## config.mk

```make
export PLATFORM = sky130hd
export DESIGN_NAME = sr_gate_seq
export DESIGN_NICKNAME = d
export VERILOG_FILES = /design/src/rtl/sr_seq_pkg.sv /design/src/rtl/sr_lockout.sv /design/src/rtl/sr_cond_meter.sv /design/src/rtl/sr_window_calc.sv /design/src/rtl/sr_inv_tracker.sv /design/src/rtl/sr_gate_seq.sv
export SDC_FILE = /design/constraint.sdc
export NUM_CORES = 1
export LEC_CHECK = 0
export BUFFER_PORTS_ARGS = -buffer_cell sky130_fd_sc_hd__buf_2
export CAP_MARGIN = 20
export CORE_MARGIN = 2
export CORE_UTILIZATION = 40
export CTS_CLUSTER_SIZE = 20
export DETAILED_ROUTE_END_ITERATION = 6
export PLACE_DENSITY = 0.67
export SLEW_MARGIN = 25
export SYNTH_ARGS = -nofsm -noshare
export SYNTH_HDL_FRONTEND = slang
export SYNTH_HIERARCHICAL = 1
export SYNTH_SLANG_ARGS = --single-unit
```

## constraint.sdc

```tcl
create_clock -name clk_i -period 2.9 [get_ports clk_i]
set_clock_uncertainty 0.15 [all_clocks]
set_input_delay 0.145 -clock clk_i [delete_from_list [all_inputs] [get_ports clk_i]]
set_output_delay 0.145 -clock clk_i [all_outputs]
set_load 0.02 [all_outputs]
```

## src/rtl/sr_seq_pkg.sv

```systemverilog
package sr_seq_pkg;
  typedef enum logic [1:0] {
    ST_IDLE = 2'd0,
    ST_DEB  = 2'd1,
    ST_ON   = 2'd2,
    ST_WAIT = 2'd3
  } sr_state_e;
endpackage

```

## src/rtl/sr_lockout.sv

```systemverilog
module sr_lockout #(
  parameter int unsigned LOCK_CYC = 20,
  localparam int LK_W = $clog2(LOCK_CYC + 1)
) (
  input  logic clk_i,
  input  logic rst_ni,
  input  logic opp_gate_i,
  output logic lock_o
);
  logic            opp_q;
  logic [LK_W-1:0] lock_cnt;

  always_ff @(posedge clk_i or negedge rst_ni) begin
    if (!rst_ni) begin
      opp_q    <= 1'b0;
      lock_cnt <= '0;
    end else begin
      opp_q <= opp_gate_i;
      if (opp_q && !opp_gate_i) lock_cnt <= LK_W'(LOCK_CYC - 1);
      else if (lock_cnt != '0)  lock_cnt <= lock_cnt - 1'b1;
    end
  end

  // falling edge itself counts as the first blocked cycle
  assign lock_o = opp_gate_i | opp_q | (lock_cnt != '0);

  p_lock_range_r3: assert property (@(posedge clk_i) disable iff (!rst_ni)
    lock_cnt <= LK_W'(LOCK_CYC - 1));
  p_lock_fall_r3: assert property (@(posedge clk_i) disable iff (!rst_ni)
    $fell(opp_gate_i) |-> lock_o);
endmodule

```

## src/rtl/sr_cond_meter.sv

```systemverilog
module sr_cond_meter #(
  parameter int unsigned CNT_W    = 12,
  parameter int unsigned PREV_RST = 480
) (
  input  logic             clk_i,
  input  logic             rst_ni,
  input  logic             start_i,
  input  logic             high_i,
  output logic [CNT_W-1:0] prev_o
);
  logic             meas_q;
  logic [CNT_W-1:0] cnt_q;

  always_ff @(posedge clk_i or negedge rst_ni) begin
    if (!rst_ni) begin
      meas_q <= 1'b0;
      cnt_q  <= '0;
      prev_o <= CNT_W'(PREV_RST);
    end else if (start_i) begin
      meas_q <= 1'b1;
      cnt_q  <= CNT_W'(1);
    end else if (meas_q) begin
      if (high_i) begin
        prev_o <= cnt_q;
        meas_q <= 1'b0;
      end else if (cnt_q != '1) begin
        cnt_q <= cnt_q + 1'b1;
      end
    end
  end

  p_prev_nonzero_r4: assert property (@(posedge clk_i) disable iff (!rst_ni)
    prev_o != '0);
  p_latch_on_high_r4: assert property (@(posedge clk_i) disable iff (!rst_ni)
    (meas_q && high_i && !start_i) |=> !meas_q);
endmodule

```

## src/rtl/sr_window_calc.sv

```systemverilog
module sr_window_calc #(
  parameter int unsigned CNT_W     = 12,
  parameter int unsigned MIN_LO    = 20,
  parameter int unsigned MIN_HI    = 120,
  parameter int unsigned MIN_SHIFT = 2,
  parameter int unsigned INV_SHIFT = 4
) (
  input  logic [CNT_W-1:0] prev_i,
  output logic [CNT_W-1:0] min_on_o,
  output logic [CNT_W-1:0] inv_thr_o
);
  logic [CNT_W-1:0] min_raw;
  logic [CNT_W-1:0] inv_raw;

  always_comb begin
    min_raw = prev_i >> MIN_SHIFT;
    inv_raw = prev_i >> INV_SHIFT;
    if (min_raw < CNT_W'(MIN_LO))      min_on_o = CNT_W'(MIN_LO);
    else if (min_raw > CNT_W'(MIN_HI)) min_on_o = CNT_W'(MIN_HI);
    else                               min_on_o = min_raw;
    inv_thr_o = (inv_raw == '0) ? CNT_W'(1) : inv_raw;
  end
endmodule

```

## src/rtl/sr_inv_tracker.sv

```systemverilog
module sr_inv_tracker #(
  parameter int unsigned CLEAN_CYC = 7,
  localparam int CL_W = $clog2(CLEAN_CYC + 1)
) (
  input  logic clk_i,
  input  logic rst_ni,
  input  logic inv_evt_i,
  input  logic clean_evt_i,
  output logic inv_mode_o
);
  logic [CL_W-1:0] clean_cnt;

  always_ff @(posedge clk_i or negedge rst_ni) begin
    if (!rst_ni) begin
      inv_mode_o <= 1'b0;
      clean_cnt  <= '0;
    end else if (inv_evt_i) begin
      inv_mode_o <= 1'b1;
      clean_cnt  <= '0;
    end else if (clean_evt_i && inv_mode_o) begin
      if (clean_cnt == CL_W'(CLEAN_CYC - 1)) begin
        inv_mode_o <= 1'b0;
        clean_cnt  <= '0;
      end else begin
        clean_cnt <= clean_cnt + 1'b1;
      end
    end
  end

  p_clean_lim_r7: assert property (@(posedge clk_i) disable iff (!rst_ni)
    clean_cnt < CL_W'(CLEAN_CYC));
  p_inv_enter_r6: assert property (@(posedge clk_i) disable iff (!rst_ni)
    inv_evt_i |=> inv_mode_o);
endmodule

```

## src/rtl/sr_gate_seq.sv

```systemverilog
module sr_gate_seq
  import sr_seq_pkg::*;
#(
  parameter int unsigned DEB_SHORT = 8,
  parameter int unsigned DEB_LONG  = 85,
  parameter int unsigned LOCK_CYC  = 20,
  parameter int unsigned MIN_ON_LO = 20,
  parameter int unsigned MIN_ON_HI = 120,
  parameter int unsigned MAX_ON    = 1500,
  parameter int unsigned CLEAN_CYC = 7,
  parameter int unsigned CNT_W     = 12,
  parameter int unsigned PREV_RST  = 480
) (
  input  logic clk_i,
  input  logic rst_ni,
  input  logic vd_below_on_i,
  input  logic vd_above_off_i,
  input  logic vd_above_high_i,
  input  logic vd_above_force_i,
  input  logic opp_gate_i,
  output logic gate_o
);
  localparam int DEB_W = $clog2(DEB_LONG + 1);

  sr_state_e        state_q;
  logic [DEB_W-1:0] deb_cnt;
  logic [CNT_W-1:0] on_cnt;
  logic [CNT_W-1:0] inv_run;
  logic [CNT_W-1:0] prev_cond;
  logic [CNT_W-1:0] min_on;
  logic [CNT_W-1:0] inv_thr;
  logic [DEB_W-1:0] deb_last;
  logic             lock;
  logic             inv_mode;
  logic             deb_go;
  logic             inv_hit;
  logic             norm_off;
  logic             max_off;
  logic             gate_off;

  sr_lockout #(.LOCK_CYC(LOCK_CYC)) u_lock (
    .clk_i, .rst_ni, .opp_gate_i, .lock_o(lock)
  );

  sr_cond_meter #(.CNT_W(CNT_W), .PREV_RST(PREV_RST)) u_meter (
    .clk_i, .rst_ni, .start_i(deb_go), .high_i(vd_above_high_i), .prev_o(prev_cond)
  );

  sr_window_calc #(.CNT_W(CNT_W), .MIN_LO(MIN_ON_LO), .MIN_HI(MIN_ON_HI)) u_win (
    .prev_i(prev_cond), .min_on_o(min_on), .inv_thr_o(inv_thr)
  );

  sr_inv_tracker #(.CLEAN_CYC(CLEAN_CYC)) u_inv (
    .clk_i, .rst_ni,
    .inv_evt_i  (state_q == ST_ON && inv_hit),
    .clean_evt_i(state_q == ST_ON && gate_off && !inv_hit),
    .inv_mode_o (inv_mode)
  );

  always_comb begin
    deb_last = inv_mode ? DEB_W'(DEB_LONG - 1) : DEB_W'(DEB_SHORT - 1);
    deb_go   = (state_q == ST_DEB) && vd_below_on_i && !lock && (deb_cnt == deb_last);
    // on_cnt = cycles the gate has been high, including this one
    inv_hit  = vd_above_off_i && (on_cnt < min_on) && ((inv_run + CNT_W'(1)) >= inv_thr);
    norm_off = vd_above_off_i && (on_cnt >= min_on);
    max_off  = on_cnt >= CNT_W'(MAX_ON);
    gate_off = vd_above_force_i | max_off | inv_hit | norm_off;
  end

  always_ff @(posedge clk_i or negedge rst_ni) begin
    if (!rst_ni) begin
      state_q <= ST_IDLE;
      deb_cnt <= '0;
      on_cnt  <= '0;
      inv_run <= '0;
    end else begin
      unique case (state_q)
        ST_IDLE: begin
          if (vd_below_on_i && !lock) begin
            state_q <= ST_DEB;
            deb_cnt <= '0;
          end
        end
        ST_DEB: begin
          if (!vd_below_on_i || lock) begin
            state_q <= ST_IDLE;
          end else if (deb_go) begin
            state_q <= ST_ON;
            on_cnt  <= CNT_W'(1);
            inv_run <= '0;
          end else begin
            deb_cnt <= deb_cnt + 1'b1;
          end
        end
        ST_ON: begin
          if (gate_off) begin
            state_q <= ST_WAIT;
          end else begin
            on_cnt  <= on_cnt + 1'b1;
            inv_run <= vd_above_off_i ? inv_run + 1'b1 : '0;
          end
        end
        ST_WAIT: begin
          if (vd_above_high_i) state_q <= ST_IDLE;
        end
        default: state_q <= ST_IDLE;
      endcase
    end
  end

  assign gate_o = (state_q == ST_ON);

  p_on_needs_low_r2: assert property (@(posedge clk_i) disable iff (!rst_ni)
    $rose(gate_o) |-> $past(vd_below_on_i));
  p_no_rise_locked_r3: assert property (@(posedge clk_i) disable iff (!rst_ni)
    $rose(gate_o) |-> !$past(lock));
  p_blank_hold_r4: assert property (@(posedge clk_i) disable iff (!rst_ni)
    $fell(gate_o) |-> ($past(vd_above_force_i) || $past(on_cnt) >= CNT_W'(MAX_ON)
                       || $past(on_cnt) >= $past(min_on) || $past(inv_hit)));
  p_max_on_r8: assert property (@(posedge clk_i) disable iff (!rst_ni)
    gate_o |-> on_cnt <= CNT_W'(MAX_ON));
  p_force_off_r9: assert property (@(posedge clk_i) disable iff (!rst_ni)
    (gate_o && vd_above_force_i) |=> !gate_o);
  p_rearm_r10: assert property (@(posedge clk_i) disable iff (!rst_ni)
    (state_q == ST_WAIT && !vd_above_high_i) |=> !gate_o);
endmodule

```

==> reports/qor.yml, run 1 <==
hp-start: "vd_above_off_i"
max_freq_mhz: 320.3
core-area_sq_um: 10790
cts.sinks: 66
tightest_slew_ps: 780.4
final_cells: 668
status: "finished, violations left"
drtIter0Drc: 181
netlist_instances: 474
reg2reg_slack_ps: -220
leakagePower_nw: 2.502
htreeDepth: 3
max_cap_violations: 0
hold_depth: 3
total_power_mw: 2.732
cts_root_buf: "clkbuf_8"
ant_nets: 0
drt-total-wl_um: 10100
combPwrFrac: 0.228
gp_congestion: 0.8468
critPathBufInv: 2
die_h_um: 109.1
grt_usage: 0.1764
initial_core_util: 0.4097
hpwl_um: 6917
final_area_sq_um: 5443
critPathTopFamily: "simple AND/OR/NAND/NOR gates"
antenna_found_initial: 0
drive_gt1_frac: 0.2708
crit_path_start_kind: "register"
setup.worst_path.end_class: "register"
grt_max_degree: 36
nFillCells: 978
ff2ff_path_depth: 14
min_period_ps: 3122
crit_slowest_cell: "or3_4"
rows: 38
p_int_mw: 1.911
setup_violations: 27
p_seq_frac: 0.421
period_share: 1.077
place_area_sq_um: 4820
grt_pass1_wl_um: 16530
cp_cell_sequence: "or3_4 > a211oi_2 > and2_1 > inv_2 > ha_4 > nor2b_4 > o211ai_1 > a21oi_1 > nand3b_1 > o21ai_2 > buf_4 > nor2_4 > and2_4 > a32o_1"
min_path_type: "input pin to register"
cp.required_ps: 2990
cts_tree: "done"
hold_viol: 0
max_stage_delay_ps: 420
rr_startpoint: "u_meter/prev_o[11]"
violations: "setup timing"
hold-path-endpoint: "inv_run[9]"
yosysWarnings: 6
synthToLayoutAreaGrowth_pct: 23.09
clock_latency_ps: 350
relSlewSlack: 0.4797
vias_per_cell: 5.455
cts_buffer_depth: 2
syn-cell-area_sq_um: 4422
dp.cells: 635
vias: 3644
nNetsFinal: 560
crit_fanout: 5
numPortBuffers: 7
fp.dieArea_sq_um: 11910
p_clk_frac: 0.351
whs_ps: 46.04
ir_drop_uv: 373.5
grt_setup_unrepaired: "true"
p_sw_uw: 820.7
crit_type: "register to register"
n_antenna_cell: 0
r2r-end: "u_inv/clean_cnt[1]"
syn_avg_cell_area_sq_um: 9.329
grt_pass1_vias: 3473
drt-wirelength-per-cell_um: 15.12
grt.overflow.total: 0
drv_slew: 0
clkTransAtPathRegs_ps: 80
die_w_um: 109.1
p_sw_frac: 0.3004
ios: 8
cp.arrival_ps: 3210
dr.pass1.iters: 4
cellPowerDensity_nw_per_um2: 501.9
drc: 0
numCtsBuffers: 9
setup_ws_ps: -221.9
state kept, by name (all words and copies together) (netlist names), 3 cells and up, named ones only:
name             cells
u_meter/cnt_q       12
u_meter/prev_o      10
u_inv/clean_cnt      3
deb_cnt              7
inv_run             12
on_cnt              12
u_lock/lock_cnt      5
layout make-up:
| type | count | area (sq um) | share of cell area |
|---|---|---|---|
| sequential | 66 | 1658 | 0.3046 |
| timing repair buffer | 58 | 494.2 | 0.09080 |
| multi-input combinational | 352 | 2739 | 0.5032 |
| clock inverter | 6 | 113.9 | 0.02092 |
| inverter | 36 | 135.1 | 0.02483 |
| tap | 140 | 175.2 | 0.03218 |
| clock buffer | 10 | 127.6 | 0.02345 |
how the worst max path moves through the flow:
stage / slack [ps] / to / from / cells after the start
after CTS: -160 / u_inv/clean_cnt[1] / u_meter/prev_o[11] / 14
after floorplan: -40 / u_meter/prev_o[9] / u_lock/lock_cnt[0] / 12
after global routing: -310 / inv_run[10] / u_meter/prev_o[11] / 14
after detailed placement: -210 / on_cnt[3] / u_meter/prev_o[11] / 13
after global placement: -120 / on_cnt[9] / u_meter/prev_o[11] / 12
final: -220 / u_inv/clean_cnt[1] / u_meter/prev_o[11] / 14
worst reg2reg max path, stage by stage (launching register included):
cell      delay (ps)
dfrtp_1          380
or3_4            420
a211oi_2         190
and2_1           180
inv_2             50
ha_4             210
nor2b_4          120
o211ai_1         200
a21oi_1          120
nand3b_1         200
o21ai_2          190
buf_4            150
nor2_4            40
and2_4           170
a32o_1           240
through the flow:
stage	worst slack, ps	util	TNS (ps)
after floorplan	-36.02	-	-36.02
after global placement	-118.9	0.4466	-2049
after detailed placement	-208.8	0.4466	-4229
after CTS	-156.7	0.4831	-3050
after global routing	-308.4	0.5043	-7078
final	-221.9	0.5043	-3821
power groups by stage:
| stage | logic, mW | registers [mW] | clock network [mW] |
|---|---|---|---|
| finish | 0.622 | 1.15 | 0.960 |
| global route | 0.690 | 1.17 | 1.02 |
| CTS | 0.549 | 1.15 | 0.979 |
| detailed placement | 0.503 | 1.16 | 0 |
| global placement | 0.486 | 1.15 | 0 |
| floorplan | 0.367 | 1.12 | 0 |
routing by layer:
layer,routed length [um],vias up,global-route usage
met4,180,0,0.06502
met5,0,-,0
li1,-,1785,-
met3,293,14,0.04124
met1,4655,1780,0.2297
met2,4974,65,0.2853
placed cells by master (no fill, tap or decap), drive strengths merged, types with 8 or more instances in the layout:
master  instances
a31oi           9
inv            36
nor2b           8
mux2i          15
nor2           24
nand2b         12
buf            53
or3             8
ha             30
xnor2          10
and3           13
nand3          17
clkbuf         11
dfrtp          62
nand2          50
and2            8
nor3            9
conb            9
a21oi          12
o21ai          23
what timing repair did:
item / 4_1_cts / 5_1_grt
buffers inserted: 4 / 9
hold endpoints to repair: 38 / 0
pin swaps: 2 / 10
setup endpoints to repair: 28 / 37
cloned: 0 / 2
resized for setup: 18 / 25
hold buffers: 4 / 0
No activity file was read; power rests on OpenSTA's default activity.
==> run 2: changes to the inputs <==
--- a/config.mk
+++ b/config.mk
@@ -9,11 +9,12 @@
 export CAP_MARGIN = 20
 export CORE_MARGIN = 2
 export CORE_UTILIZATION = 40
+export CTS_BUF_LIST = sky130_fd_sc_hd__clkbuf_2 sky130_fd_sc_hd__clkbuf_4 sky130_fd_sc_hd__clkbuf_8
 export CTS_CLUSTER_SIZE = 20
 export DETAILED_ROUTE_END_ITERATION = 6
+export GPL_TIMING_DRIVEN = 0
 export PLACE_DENSITY = 0.67
 export SLEW_MARGIN = 25
 export SYNTH_ARGS = -nofsm -noshare
 export SYNTH_HDL_FRONTEND = slang
-export SYNTH_HIERARCHICAL = 1
 export SYNTH_SLANG_ARGS = --single-unit
==> run 2 against run 1 <==
  * Critical path depth up 1
  * Sequential power shrank 15%
  * Design area shrank 13%
  * Core utilization up 0.85 points
  * Via count fell by 13%
  * Power fell by 33%
  * Critical path type unchanged
  * Non-clock buffer count shrank 11
  * First-iteration DRC count shrank 3.9%
  * Final cell count decreased by 12%
  * Largest power group unchanged
  * Worst setup slack got worse by 100 ps
  * Routed wire length is 13% lower
  * Area after synthesis decreased by 13%
  * The run still ends with setup timing left
==> reports/qor.yml, run 2 <==
final_area_sq_um: 4761  # was 5443 sq um
period_share: 1.112  # was 1.077
grt_usage: 0.1728  # was 0.1764
htreeDepth: 3  # unchanged
gp_congestion: 0.8345  # was 0.8468
grt_pass1_vias: 2993  # was 3473
drt-wirelength-per-cell_um: 14.93  # was 15.12 um
cp_cell_sequence: "inv_2 > nand3_4 > nor3_4 > and2_4 > nor3_4 > nand2_2 > ha_4 > nor2b_4 > o211ai_1 > a21oi_1 > nor3_2 > nand2_2 > o21a_4 > or4_1 > a21oi_2"  # was or3_4 > a211oi_2 > and2_1 > inv_2 > ha_4 > nor2b_4 > o211ai_1 > a21oi_1 > nand3b_1 > o21ai_2 > buf_4 > nor2_4 > and2_4 > a32o_1
place_area_sq_um: 4135  # was 4820 sq um
ys_types: 59
grt_setup_unrepaired: "true"  # unchanged
yosysSeqAreaShare: 0.4303
max_stage_delay_ps: 490  # was 420 ps
clkTransAtPathRegs_ps: 70  # was 80 ps
drive_gt1_frac: 0.2727  # was 0.2708
min_period_ps: 3223  # was 3122 ps
yosys.area.top_type: "dfrtp_1"
mostFrequentLayoutCells: "dfrtp_1 (58), nand2_1 (45), nor2_1 (35)"  # was dfrtp_1 (61), nand2_1 (47), buf_4 (40)
synthFlopType: "dfrtp_1"
cp-startpoint: "u_meter.prev_o[11]"  # was u_meter/prev_o[11]
die_h_um: 102.1  # was 109.1 um
synth_top_area_share: 0.4030
ys_async_sr_fraction: 1.000
cp.arrival_ps: 3340  # was 3210 ps
max_freq_mhz: 310.2  # was 320.3 MHz
cts_buffer_depth: 2  # unchanged
nNetsFinal: 488  # was 560
netlist_instances: 404  # was 474
syn-cell-area_sq_um: 3850  # was 4422 sq um
fp.dieArea_sq_um: 10430  # was 11910 sq um
grt.overflow.total: 0  # unchanged
hold_viol: 0  # unchanged
top_regs: "inv_run: 12 flops, on_cnt: 12 flops, u_meter.cnt_q: 12 flops"  # was inv_run: 12 flops, on_cnt: 12 flops, u_meter/cnt_q: 12 flops
synth_seq_cells: 66
critPathTopFamily: "simple AND/OR/NAND/NOR gates"  # unchanged
relSlewSlack: 0.6033  # was 0.4797
drtIter0Drc: 174  # was 181
cts_tree: "done"  # unchanged
synth_common_cells: "dfrtp_1 (62), nand2_1 (46), nor2_1 (36)"
vias: 3185  # was 3644
numPortBuffers: 7  # unchanged
cp.required_ps: 3020  # was 2990 ps
min_path_type: "input pin to async pin"  # was input pin to register
hpwl_um: 5794  # was 6917 um
setup.worst_path.end_class: "register"  # unchanged
ir_drop_uv: 274.7  # was 373.5 uV
core-area_sq_um: 9284  # was 10790 sq um
yosysWarnings: 0  # was 6
path_depth: 15  # was 14
dr.pass1.iters: 4  # unchanged
cellPowerDensity_nw_per_um2: 384.6  # was 501.9 nW/um^2
final_cells: 591  # was 668
numCtsBuffers: 9  # unchanged
syn_avg_cell_area_sq_um: 9.530  # was 9.329 sq um
dp.cells: 543  # was 635
ios: 8  # unchanged
grt_pass1_wl_um: 14150  # was 16530 um
rr_startpoint: "u_meter.prev_o[11]"  # was u_meter/prev_o[11]
clock_latency_ps: 340  # was 350 ps
synth_most_common_cell: "dfrtp_1"
antenna_found_initial: 0  # unchanged
cts.sinks: 66  # unchanged
total_power_mw: 1.831  # was 2.732 mW
final_common_cell: "dfrtp_1"  # unchanged
vias_per_cell: 5.389  # was 5.455
synthTopCellsByArea: "dfrtp_1 (40%), ha_1 (7.8%), nand2_1 (4.5%)"
die_w_um: 102.1  # was 109.1 um
synthToLayoutAreaGrowth_pct: 23.66  # was 23.09%
rows: 35  # was 38
pre_cts_slack_ps: -391.6  # was -208.8 ps
whs_ps: 110.0  # was 46.04 ps
setup_ws_ps: -323.4  # was -221.9 ps
initial_core_util: 0.4147  # was 0.4097
status: "finished, violations left"  # unchanged
reg2reg_slack_ps: -320  # was -220 ps
cts_root_buf: "clkbuf_8"  # unchanged
crit_fanout: 4  # was 5
ff2ff_path_depth: 15  # was 14
max_cap_violations: 0  # unchanged
r2r-end: "on_cnt[10]"  # was u_inv/clean_cnt[1]
drv_slew: 0  # unchanged
critPathBufInv: 1  # was 2
drt-total-wl_um: 8821  # was 10100 um
grt_max_degree: 41  # was 36
tightest_slew_ps: 595.1  # was 780.4 ps
leakagePower_nw: 2.152  # was 2.502 nW
drc: 0  # unchanged
crit_path_end: "on_cnt[10]"  # was u_inv/clean_cnt[1]
synth_edf_count: 0
crit_path_start_kind: "register"  # unchanged
setup_violations: 28  # was 27
violations: "setup timing"  # unchanged
crit_slowest_cell: "or4_1"  # was or3_4
n_antenna_cell: 0  # unchanged
ant_nets: 0  # unchanged
crit_type: "register to register"  # unchanged
-- run 2: how the worst min path moves through the flow --
stage	start	endpoint	slack, ps	depth (start not counted)
2_1_floorplan	rst_ni	async pin	-300	0
6_report	rst_ni	u_lock.lock_cnt[4]	110	2
5_1_grt	rst_ni	inv_run[9]	140	2
3_3_place_gp	opp_gate_i	u_lock.opp_q	140	1
3_5_place_dp	rst_ni	inv_run[9]	-60	1
4_1_cts	rst_ni	u_lock.lock_cnt[4]	100	2
-- run 2: timing repair --
item,4_1_cts,5_1_grt
buffers inserted,17,13
resized for setup,37,15
endpoints found under the hold margin,66,0
hold buffers,3,0
cloned,1,0
pin swaps,12,21
endpoints found under the setup margin,43,39
-- run 2: final cells by class --
cell class | count | area [sq um]
buffer | 7 | 32.53
clock buffer | 11 | 145.1
clock inverter | 5 | 30.03
fill | 855 | 4523
inverter | 16 | 60.06
multi-input combinational | 317 | 2357
sequential | 66 | 1662
tap | 129 | 161.4
timing repair buffer | 40 | 312.8
-- run 2: where the power goes --
part           total (mW)  switching, mW  internal (mW)
Combinational       0.148         0.0804         0.0679
Sequential          0.982         0.0312          0.951
Clock               0.701          0.362          0.339
Total                1.83          0.474           1.36
-- run 2: kinds of logic after synthesis --
| family | count (synthesis) | share of synthesized area |
|---|---|---|
| compound gates | 77 | 0.1333 |
| xor+xnor | 20 | 0.04550 |
| fa+ha+maj | 24 | 0.07800 |
| buf+inv | 24 | 0.02340 |
| flops | 66 | 0.4303 |
| mux | 16 | 0.04485 |
| other cells | 1 | 0.0009740 |
| simple gates | 176 | 0.2437 |
-- run 2: worst reg2reg max path, delay by kind of cell, from the launching register on --
| kind | cells | cell delay [ps] |
|---|---|---|
| AO/OA/AOI/OAI | 4 | 660 |
| adder cells (fa/ha/maj) | 1 | 200 |
| buffers and inverters | 1 | 90 |
| flip-flops | 1 | 400 |
| AND/OR/NAND/NOR | 9 | 1660 |
-- run 2: metal layers --
layer / track usage / part of all wire
met5: 0 / 0
met1: 0.2221 / 0.46
met2: 0.2905 / 0.50
met3: 0.03830 / 0.035
met4: 0.05641 / 0.0095
-- run 2: stage by stage --
stage	setup TNS, ps	utilization
final	-5991	0.5128
after global routing	-10480	0.5128
after CTS	-3347	0.4972
after detailed placement	-8237	0.4454
after global placement	-7225	0.4430
after floorplan	0	-
==> run 3: changes to the inputs <==
--- a/config.mk
+++ b/config.mk
@@ -14,6 +14,7 @@
 export DETAILED_ROUTE_END_ITERATION = 6
 export GPL_TIMING_DRIVEN = 0
 export PLACE_DENSITY = 0.67
+export SETUP_SLACK_MARGIN = 0.5
 export SLEW_MARGIN = 25
 export SYNTH_ARGS = -nofsm -noshare
 export SYNTH_HDL_FRONTEND = slang
==> run 3 against run 2 <==
  * The run still ends with setup timing left
  * Maximum frequency grew 3.0%
  * Via count is essentially flat
  * Critical path depth shrank 2
  * Hold slack lost 88 ps
  * Worst setup slack gained 93 ps
  * Sequential cell count is the same
  * Register-to-register slack gained 90 ps
  * Clock-buffer cell count grew 2
  * Highest routed layer unchanged
==> reports/qor.yml, run 3 (synthesized netlist as in run 2, its figures left out) <==
gp_congestion: 0.8224  # was 0.8345
multi_input_area_sq_um: 2554  # was 2357 sq um
ant_nets: 0  # unchanged
mostFrequentLayoutCells: "dfrtp_1 (57), nand2_1 (40), nor2_1 (27)"  # was dfrtp_1 (58), nand2_1 (45), nor2_1 (35)
grt_pass1_vias: 3059  # was 2993
period_share: 1.080  # was 1.112
total_power_mw: 1.862  # was 1.831 mW
drt-wirelength-per-cell_um: 15.38  # was 14.93 um
cellPowerDensity_nw_per_um2: 374.8  # was 384.6 nW/um^2
nFillCells: 846  # was 855
area.sequential_sq_um: 1663  # was 1662 sq um
numPortBuffers: 7  # unchanged
drtIter0Drc: 129  # was 174
whs_ps: 22.05  # was 110.0 ps
cp_cell_sequence: "nand4_1 > nor2_4 > nor3_4 > nand2_2 > ha_4 > nor2b_4 > o211ai_1 > a21oi_2 > nor3_2 > nand2_2 > o21a_4 > or4_4 > a21oi_2"  # was inv_2 > nand3_4 > nor3_4 > and2_4 > nor3_4 > nand2_2 > ha_4 > nor2b_4 > o211ai_1 > a21oi_1 > nor3_2 > nand2_2 > o21a_4 > or4_1 > a21oi_2
crit_fanout: 8  # was 4
hpwl_um: 5785  # was 5794 um
grt.overflow.total: 0  # unchanged
hold_viol: 0  # unchanged
cts_buffer_depth: 2  # unchanged
cts_tree: "done"  # unchanged
setup_violations: 23  # was 28
htreeDepth: 3  # unchanged
top_regs: "inv_run: 12 flops, on_cnt: 12 flops, u_meter.cnt_q: 12 flops"  # unchanged
die_w_um: 102.1  # unchanged
drc: 0  # unchanged
numCtsBuffers: 9  # unchanged
crit_slowest_cell: "dfstp_2"  # was or4_1
rows: 35  # unchanged
core-area_sq_um: 9284  # unchanged
grt_max_degree: 36  # was 41
synthToLayoutAreaGrowth_pct: 29.05  # was 23.66%
pre_cts_slack_ps: -329.7  # was -391.6 ps
ir_drop_uv: 256.3  # was 274.7 uV
clock_latency_ps: 350  # was 340 ps
relSlewSlack: 0.5810  # was 0.6033
drive_gt1_frac: 0.3435  # was 0.2727
min_period_ps: 3131  # was 3223 ps
grt_usage: 0.1769  # was 0.1728
status: "finished, violations left"  # unchanged
setup.worst_path.end_class: "register"  # unchanged
cp.required_ps: 3020  # about the same
tightest_slew_ps: 627.1  # was 595.1 ps
nNetsFinal: 483  # was 488
vias_per_cell: 5.439  # was 5.389
violations: "setup timing"  # unchanged
clkTransAtPathRegs_ps: 70  # about the same
cts_root_buf: "clkbuf_8"  # unchanged
grt_setup_unrepaired: "true"  # unchanged
max_cap_violations: 0  # unchanged
crit_path_start_kind: "register"  # unchanged
final_common_cell: "dfrtp_1"  # unchanged
dp.cells: 543  # unchanged
antenna_found_initial: 0  # unchanged
ios: 8  # unchanged
min_path_type: "input pin to register"  # was input pin to async pin
max_stage_delay_ps: 590  # was 490 ps
grt_pass1_wl_um: 14390  # was 14150 um
leakagePower_nw: 2.172  # was 2.152 nW
fp.dieArea_sq_um: 10430  # unchanged
crit_type: "register to register"  # unchanged
max_freq_mhz: 319.4  # was 310.2 MHz
hp-start: "opp_gate_i"
cts.sinks: 66  # unchanged
vias: 3187  # was 3185
cp.arrival_ps: 3250  # was 3340 ps
setup_ws_ps: -230.8  # was -323.4 ps
initial_core_util: 0.4147  # unchanged
cp-startpoint: "u_meter.prev_o[8]"  # was u_meter.prev_o[11]
dr.pass1.iters: 5  # was 4
n_antenna_cell: 0  # unchanged
rr_startpoint: "u_meter.prev_o[8]"  # was u_meter.prev_o[11]
final_cells: 586  # was 591
final_util: 0.5352  # was 0.5128
drt-total-wl_um: 9010  # was 8821 um
die_h_um: 102.1  # unchanged
drv_slew: 0  # unchanged
-- run 3: changes by cell type in the layout (fill, tap and decap cells not counted), sizes merged --
cell      previous run  this run
buf                 38        35
clkinv               3         2
clkinvlp             2         1
-- run 3: metal layers --
metal | track usage | vias up | wire [um] | part of all wire
met3 | 0.03830 | 14 | 265 | 0.029
li1 | - | 1561 | - | -
met4 | 0.05231 | 0 | 114 | 0.013
met1 | 0.2259 | 1563 | 3972 | 0.44
met5 | 0 | - | 0 | 0
met2 | 0.3026 | 49 | 4658 | 0.52
-- run 3: final cells by class --
type / instances / share of cell area
clock inverters: 3 / 0.003526
well taps: 129 / 0.03249
clock buffers: 13 / 0.03223
flip-flops and latches: 66 / 0.3347
repair buffers: 34 / 0.05540
multi-input cells: 317 / 0.5140
plain buffers: 8 / 0.01561
inverters: 16 / 0.01209
-- run 3: final timing paths --
kind	cells past startpoint	slack (ps)	end
worst max-delay path	13	-230	on_cnt[10]
worst min-delay path	3	20	u_lock.lock_cnt[4]
worst max register to register	13	-230	on_cnt[10]
worst min register to register	1	380	u_meter.prev_o[9]
max in group asynchronous	3	1860	u_meter.prev_o[6]
min in group asynchronous	2	130	u_inv.inv_mode_o
-- run 3: timing repair --
action | CTS | global route
setup buffers | 8 | 14
setup endpoints to repair | 50 | 49
cloned | 2 | 0
pin swaps | 16 | 29
resized for setup | 24 | 75
hold endpoints to repair | 66 | 0
hold buffers | 3 | 0
-- run 3: metrics by stage --
step	setup TNS (ps)	area [sq um]
after detailed placement	-5810	4185
after CTS	-4625	4564
after global placement	-4644	4163
after global routing	-6956	4969
final	-3112	4969
after floorplan	0	3966
-- run 3: power breakdown --
group | total [mW] | internal (mW) | switching (mW)
Sequential | 0.985 | 0.951 | 0.0336
Combinational | 0.167 | 0.0786 | 0.0883
Clock | 0.710 | 0.360 | 0.350
-- run 3: critical path: cells and delay by family, from the launching register on --
| family | cells | cell delay (ps) |
|---|---|---|
| flops | 1 | 590 |
| simple gates | 8 | 1430 |
| fa+ha+maj | 1 | 200 |
| compound gates | 4 | 700 |
